`src/rtl/bbs_pkg.sv`:
```
`timescale 1ns/1ps
package bbs_pkg;
  typedef enum logic [2:0] {
    ST_IDLE,
    ST_ISSUE,
    ST_WAIT,
    ST_FLUSH,
    ST_DONE
  } scan_state_e;
endpackage

```
`src/rtl/bbs_probe_map.sv`:
```
`timescale 1ns/1ps
// Turns (block, probe index) into the page address and column of one marker read.
module bbs_probe_map #(
  parameter bit WIDE16     = 1'b1,
  parameter int BLK_W      = 11,
  parameter int PG_W       = 5,
  parameter int PRB_W      = 2,
  parameter int COL_W      = 10,
  parameter int COL_BYTE   = 517,
  parameter int COL_WORD_A = 256,
  parameter int COL_WORD_B = 261
) (
  input  logic [BLK_W-1:0]      blk,
  input  logic [PRB_W-1:0]      probe,
  output logic [BLK_W+PG_W-1:0] row,
  output logic [COL_W-1:0]      col,
  output logic                  last
);
  logic pg_sel;

  generate
    if (WIDE16) begin : g_word
      // two columns per page, page changes on the upper probe bit
      always_comb begin
        pg_sel = probe[PRB_W-1];
        col    = probe[0] ? COL_W'(COL_WORD_B) : COL_W'(COL_WORD_A);
        last   = &probe;
      end
    end else begin : g_byte
      always_comb begin
        pg_sel = probe[0];
        col    = COL_W'(COL_BYTE);
        last   = probe[0];
      end
    end
  endgenerate

  assign row = {blk, {(PG_W-1){1'b0}}, pg_sel};
endmodule

```
`src/rtl/bbs_bitmap.sv`:
```
`timescale 1ns/1ps
// One bit per block, registered lookup.
module bbs_bitmap #(
  parameter int NB    = 2048,
  parameter int BLK_W = 11
) (
  input  logic             clk,
  input  logic             rst_n,
  input  logic             clr,
  input  logic             set_en,
  input  logic [BLK_W-1:0] set_idx,
  input  logic [BLK_W-1:0] lk_idx,
  output logic             lk_bad
);
  logic [NB-1:0] map_q;

  always_ff @(posedge clk) begin
    if (!rst_n)      map_q <= '0;
    else if (clr)    map_q <= '0;
    else if (set_en) map_q[set_idx] <= 1'b1;
  end

  always_ff @(posedge clk) begin
    if (!rst_n) lk_bad <= 1'b0;
    else        lk_bad <= map_q[lk_idx];
  end

  AST_BLOCK0_CLEAN: assert property (@(posedge clk) disable iff (!rst_n)
    !map_q[0]);
  AST_MARK_STICKY: assert property (@(posedge clk) disable iff (!rst_n)
    !clr |=> ((map_q & $past(map_q)) == $past(map_q)));
  AST_ONE_MARK_PER_CYCLE: assert property (@(posedge clk) disable iff (!rst_n)
    !clr |=> ($countones(map_q ^ $past(map_q)) <= 1));
endmodule

```
`src/rtl/bbs_tally.sv`:
```
`timescale 1ns/1ps
// Saturating bad-block counter with limit flag.
module bbs_tally #(
  parameter int CNT_W   = 12,
  parameter int MAX_BAD = 20
) (
  input  logic             clk,
  input  logic             rst_n,
  input  logic             clr,
  input  logic             inc,
  output logic [CNT_W-1:0] count,
  output logic             anomaly
);
  localparam logic [CNT_W-1:0] LIMIT = CNT_W'(MAX_BAD);

  always_ff @(posedge clk) begin
    if (!rst_n)                  count <= '0;
    else if (clr)                count <= '0;
    else if (inc && !(&count))   count <= count + 1'b1;
  end

  assign anomaly = (count > LIMIT);

  AST_COUNT_STEP: assert property (@(posedge clk) disable iff (!rst_n)
    !clr |=> (count == $past(count)) || (count == $past(count) + 1'b1));
  AST_CLEAR_ZERO: assert property (@(posedge clk) disable iff (!rst_n)
    clr |=> (count == '0));
endmodule

```
`src/rtl/bad_block_scan.sv`:
```
`timescale 1ns/1ps
module bad_block_scan
  import bbs_pkg::*;
#(
  parameter bit WIDE16     = 1'b1,
  parameter int NB         = 2048,
  parameter int PAGES      = 32,
  parameter int MAX_BAD    = 20,
  parameter int COL_W      = 10,
  parameter int COL_BYTE   = 517,
  parameter int COL_WORD_A = 256,
  parameter int COL_WORD_B = 261,
  localparam int DW        = WIDE16 ? 16 : 8,
  localparam int BLK_W     = $clog2(NB),
  localparam int PG_W      = $clog2(PAGES),
  localparam int ROW_W     = BLK_W + PG_W,
  localparam int CNT_W     = BLK_W + 1
) (
  input  logic             clk,
  input  logic             rst_n,
  input  logic             start,
  output logic             rd_req_valid,
  input  logic             rd_req_ready,
  output logic [ROW_W-1:0] rd_req_row,
  output logic [COL_W-1:0] rd_req_col,
  input  logic             rd_rsp_valid,
  input  logic [DW-1:0]    rd_rsp_data,
  input  logic [BLK_W-1:0] lk_block,
  output logic             lk_bad,
  output logic             done,
  output logic [CNT_W-1:0] bad_count,
  output logic             anomaly
);
  localparam int                PRB_W    = WIDE16 ? 2 : 1;
  localparam logic [DW-1:0]     ERASED   = {DW{1'b1}};
  localparam logic [BLK_W-1:0]  LAST_BLK = BLK_W'(NB - 1);
  localparam logic [BLK_W-1:0]  FIRST    = BLK_W'(1);

  scan_state_e       state_q;
  logic [BLK_W-1:0]  blk_q;
  logic [PRB_W-1:0]  probe_q;
  logic              probe_last;
  logic              rsp_take, marked, mark_bad, block_end, in_flight;

  bbs_probe_map #(
    .WIDE16(WIDE16), .BLK_W(BLK_W), .PG_W(PG_W), .PRB_W(PRB_W), .COL_W(COL_W),
    .COL_BYTE(COL_BYTE), .COL_WORD_A(COL_WORD_A), .COL_WORD_B(COL_WORD_B)
  ) u_map (
    .blk(blk_q), .probe(probe_q), .row(rd_req_row), .col(rd_req_col), .last(probe_last)
  );

  assign rsp_take  = (state_q == ST_WAIT) && rd_rsp_valid;
  assign marked    = (rd_rsp_data != ERASED);
  assign mark_bad  = rsp_take && marked && !start;
  assign block_end = rsp_take && (marked || probe_last);
  // a read is still owed to us after this edge: must be drained on restart
  assign in_flight = ((state_q == ST_ISSUE) && rd_req_ready) ||
                     (((state_q == ST_WAIT) || (state_q == ST_FLUSH)) && !rd_rsp_valid);

  always_ff @(posedge clk) begin
    if (!rst_n) begin
      state_q <= ST_IDLE;
      blk_q   <= FIRST;
      probe_q <= '0;
    end else if (start) begin
      blk_q   <= FIRST;
      probe_q <= '0;
      state_q <= in_flight ? ST_FLUSH : ST_ISSUE;
    end else begin
      unique case (state_q)
        ST_IDLE, ST_DONE: ;
        ST_ISSUE: if (rd_req_ready) state_q <= ST_WAIT;
        ST_WAIT: begin
          if (rd_rsp_valid) begin
            if (block_end) begin
              probe_q <= '0;
              if (blk_q == LAST_BLK) begin
                state_q <= ST_DONE;
              end else begin
                blk_q   <= blk_q + 1'b1;
                state_q <= ST_ISSUE;
              end
            end else begin
              probe_q <= probe_q + PRB_W'(1);
              state_q <= ST_ISSUE;
            end
          end
        end
        ST_FLUSH: if (rd_rsp_valid) state_q <= ST_ISSUE;
        default: state_q <= ST_IDLE;
      endcase
    end
  end

  assign rd_req_valid = (state_q == ST_ISSUE);
  assign done         = (state_q == ST_DONE);

  bbs_bitmap #(.NB(NB), .BLK_W(BLK_W)) u_bitmap (
    .clk(clk), .rst_n(rst_n), .clr(start), .set_en(mark_bad), .set_idx(blk_q),
    .lk_idx(lk_block), .lk_bad(lk_bad)
  );

  bbs_tally #(.CNT_W(CNT_W), .MAX_BAD(MAX_BAD)) u_tally (
    .clk(clk), .rst_n(rst_n), .clr(start), .inc(mark_bad),
    .count(bad_count), .anomaly(anomaly)
  );

  AST_REQ_STABLE: assert property (@(posedge clk) disable iff (!rst_n)
    rd_req_valid && !rd_req_ready && !start |=>
      rd_req_valid && $stable(rd_req_row) && $stable(rd_req_col));
  AST_ONE_OUTSTANDING: assert property (@(posedge clk) disable iff (!rst_n)
    rd_req_valid && rd_req_ready |=> !rd_req_valid);
  AST_NO_BLOCK0_READ: assert property (@(posedge clk) disable iff (!rst_n)
    rd_req_valid |-> (rd_req_row[ROW_W-1:PG_W] != '0));
  AST_DONE_QUIET: assert property (@(posedge clk) disable iff (!rst_n)
    done |-> !rd_req_valid);
  AST_DONE_HOLDS: assert property (@(posedge clk) disable iff (!rst_n)
    done && !start |=> done);
endmodule

```
`config.mk`:
```
export PLATFORM = sky130hd
export DESIGN_NAME = bad_block_scan
export DESIGN_NICKNAME = d
export VERILOG_FILES = /design/src/rtl/bbs_pkg.sv /design/src/rtl/bbs_probe_map.sv /design/src/rtl/bbs_bitmap.sv /design/src/rtl/bbs_tally.sv /design/src/rtl/bad_block_scan.sv
export SDC_FILE = /design/constraint.sdc
export NUM_CORES = 2
export LEC_CHECK = 0
export BUFFER_PORTS_ARGS = -buffer_cell sky130_fd_sc_hd__clkbuf_2
export CAP_MARGIN = 30
export CORE_UTILIZATION = 55
export DETAILED_ROUTE_END_ITERATION = 10
export GPL_ROUTABILITY_DRIVEN = 0
export PLACE_DENSITY_LB_ADDON = 0.3
export SETUP_SLACK_MARGIN = 0.3
export SLEW_MARGIN = 20
export SYNTH_ARGS = -nofsm -noshare
export SYNTH_HDL_FRONTEND = slang
export SYNTH_SLANG_ARGS = --single-unit
```
`constraint.sdc`:
```
create_clock -name clk -period 3.55 [get_ports clk]
set_input_delay 0.355 -clock clk [delete_from_list [all_inputs] [get_ports clk]]
set_output_delay 0.355 -clock clk [all_outputs]
set_load 0.1 [all_outputs]
```
==> summary.txt <==
Status
  – Status: finished, final reports clean

Timing
  – # setup viols final: 0
  – Max Slew Vio Count: 0
  – RSZ-0062 raised after global routing: false
  – Post-route minimum period: 3250 ps
  – Rel. slew slack: 22.5%
  – Final hold vios: 0
  – TNS Setup: 0 ps
  – Slew @ Worst Pin: 1160 ps
  – Worst Hold Slack: 48.7 ps
  – Max Fclk: 308 MHz
  – Final period util: 91.5%
  – Setup Skew: 47.2 ps

Floorplan
  – Die Wd: 386 um
  – Ports: 74
  – Core area: 146000 um^2
  – FP Rows: 140
  – Die span in y: 386 um
  – Initial Util: 55.6%
  – Die Area: 149000 um^2

Global routing
  – Total global-route track usage: 35.1%
  – Met3 Use GR: 7.92%
  – GRT met2 Usage: 53.2%
  – First-pass GRT wire length: 401 mm
  – Largest net degree at the start of global routing: 105
  – Global routing usage on met1: 46.7%
  – Busiest grt layer: met2
  – Vias in the first global route: 63300
  – Overflow after GRT: 0
  – Initial antenna violation count: 5

Logic synthesis
  – #FFs+latches synth: 2077
  – Synth top area share: 51.2%
  – Mapped cell area: 81300 um^2
  – Unique masters post-synth: 81
  – Synth top cells by count: 2197 x nor2_1, 2093 x a21oi_1, 2077 x dfxtp_1
  – Ys flop type: dfxtp_1
  – Syn. warnings: 0
  – Number of synthesized flops with an enable pin: 0
  – Area leader, netlist: dfxtp_1
  – Avg Synthesized Cell Area: 9.47 um^2
  – Synthesized instance count: 8580
  – Register area share after synthesis: 51.2%
  – Asr flop ratio synth: 0%
  – Most common cell in the netlist: nor2_1
  – Top cells by area, synth: dfxtp_1 51%, a21oi_1 13%, mux4_2 11%

Power
  – Seq pwr share: 49.9%
  – PwrDens: 508 nW/um^2
  – Internal power: 36.1 mW
  – Leakage: 32.0 nW
  – Peak VDD IR: 0.000579 V
  – Comb pwr share: 4.4%
  – Clock Power Share: 45.7%
  – Sw Share: 22.7%
  – Net Switching: 10.6 mW

Cells and area
  – Layout fillers: 11700
  – Multi-input gate area: 35800 um^2
  – Area growth from synthesis to layout: 13.2%
  – Register Area: 41600 um^2
  – Final net count: 8503
  – Layout cell share with drive strength beyond 1: 16.1%

Place
  – Final HPWL DP: 160 mm
  – # port buffers: 61

Critical path
  – Critical Path AT: 3970 ps
  – Setup CP Type: in2reg
  – Worst Reg-to-Reg Cells: 10
  – CP Capture Type: flip-flop
  – Critical Path RT: 4270 ps
  – Critical-path maximum fanout: 37
  – Startpoint Class: primary input
  – Reg2reg start: u_bitmap.map_q[667]$_SDFFE_PP0P_
  – R2R Setup Slk: 520 ps
  – Reg2reg end: u_bitmap.lk_bad$_SDFF_PN0_

Clock network
  – Clk root buf: clkbuf_16
  – Cts bufs inserted: 200
  – CTS Buffer Depth: 3
  – CTS H-tree lvls: 4
  – Worst-Skew Late Latency: 850 ps
  – Clock-pin slew on the worst setup and hold paths: 60 ps
  – Setup Fix Bufs, Post-CTS: 0
  – Clk sinks: 2077
  – TritonCTS clock tree: built

Min path
  – Worst hold path type: in2reg
  – Worst hold start: rst_n
  – Hold path cells: 3
  – Hold Path Sink: state_q[0]$_SDFFE_PN0P_

Routing
  – DRC viols: 0
  – Vias per std cell: 6.50
  – Antenna viol nets, final: 0
  – Routed wire length: 271 mm
  – 1st-iter DRT viols: 10000
  – Pre-antenna DRT Iters: 8
  – Vias: 68600
  – WL/cell: 25.7 um

Job
  – Max cap viols: 0
-- worst max-delay path by stage --
| stage | start | endpoint | cells past startpoint |
|---|---|---|---|
| 5_1_grt | lk_block[0] | u_bitmap.lk_bad$_SDFF_PN0_ | 14 |
| 2_1_floorplan | state_q[1]$_SDFFE_PN0P_ | rd_req_valid | 2 |
| 3_3_place_gp | lk_block[0] | u_bitmap.lk_bad$_SDFF_PN0_ | 12 |
| 4_1_cts | lk_block[0] | u_bitmap.lk_bad$_SDFF_PN0_ | 14 |
| 3_5_place_dp | lk_block[0] | u_bitmap.lk_bad$_SDFF_PN0_ | 14 |
| 6_report | lk_block[1] | u_bitmap.lk_bad$_SDFF_PN0_ | 12 |
-- sequential cells by signal (all words and copies together), names as in the netlist --
name             cells
probe_q              2
u_bitmap.lk_bad      1
blk_q               11
u_tally.count       12
state_q              3
u_bitmap.map_q    2048
-- critical path: stages --
cell       delay (ps)
buf_8             380
nand2b_4          470
buf_12            320
o221ai_1          240
o22ai_1           220
nor2_1             90
a2111oi_1        1040
buf_4             270
nor4_1             60
a22oi_1           240
o211a_1           200
a211oi_2           50
-- area by class of cell --
class	count	share of cell area [%]
flip-flops and latches	2077	45.2
multi-input cells	5632	38.9
clock buffers	295	6.43
repair buffers	539	6.11
well taps	1917	2.61
clock inverters	67	0.700
inverters	14	0.0612
diodes	5	0.0136
-- layout by cell type, fill, tap and decap left out, drive strengths merged, types with 47 or more instances in the layout --
cell       n
dfxtp   2077
clkinv    51
mux2i    240
mux4     423
clkbuf   351
o22ai     68
buf      478
nand2     84
a21oi   2093
o221ai    84
nor3      47
nor2    2197
-- repair_timing --
action / in CTS / in global routing
endpoints found under the hold margin: 2 / 0
hold buffers: 4 / 0
resized for setup: 0 / 0
-- cell families (layout without fill, tap and decap cells) --
kind of cell / Yosys count / count (layout) / share of synthesized area (%)
flops: 2077 / 2077 / 51.2
xor+xnor: 16 / 16 / 0.172
compound gates: 2452 / 2452 / 16.2
simple gates: 2478 / 2478 / 12.1
fa+ha+maj: 7 / 7 / 0.108
other cells: 2 / 17 / 0.00924
buf+inv: 881 / 915 / 5.37
mux: 667 / 667 / 14.8
-- per-layer routing --
layer,wire length (um),vias up
met5,23,-
met4,15800,4
met3,32500,908
met2,119000,4497
met1,103000,33400
li1,-,29700
-- stage by stage --
stage          utilization (%)  cells  worst slack [ps]  area (um^2)  total power, mW
2_1_floorplan                -   8590               538        81300             25.1
3_3_place_gp              58.4  10200              -546        85300             25.8
3_5_place_dp              58.5  10200              -385        85400             25.8
4_1_cts                   63.0  10500               506        92000             46.7
5_1_grt                   63.0  10500               319        92000             47.8
6_report                  63.0  10500               303        92000             46.7
-- power groups by stage --
stage          clock [mW]  combinational, mW  sequential (mW)
2_1_floorplan           0               1.30             23.8
4_1_cts              21.4               2.00             23.3
6_report             21.4               2.05             23.3
3_5_place_dp            0               1.99             23.8
3_3_place_gp            0               1.97             23.8
5_1_grt              22.4               2.10             23.3
Note: power is estimated with default switching activity, not from simulation.
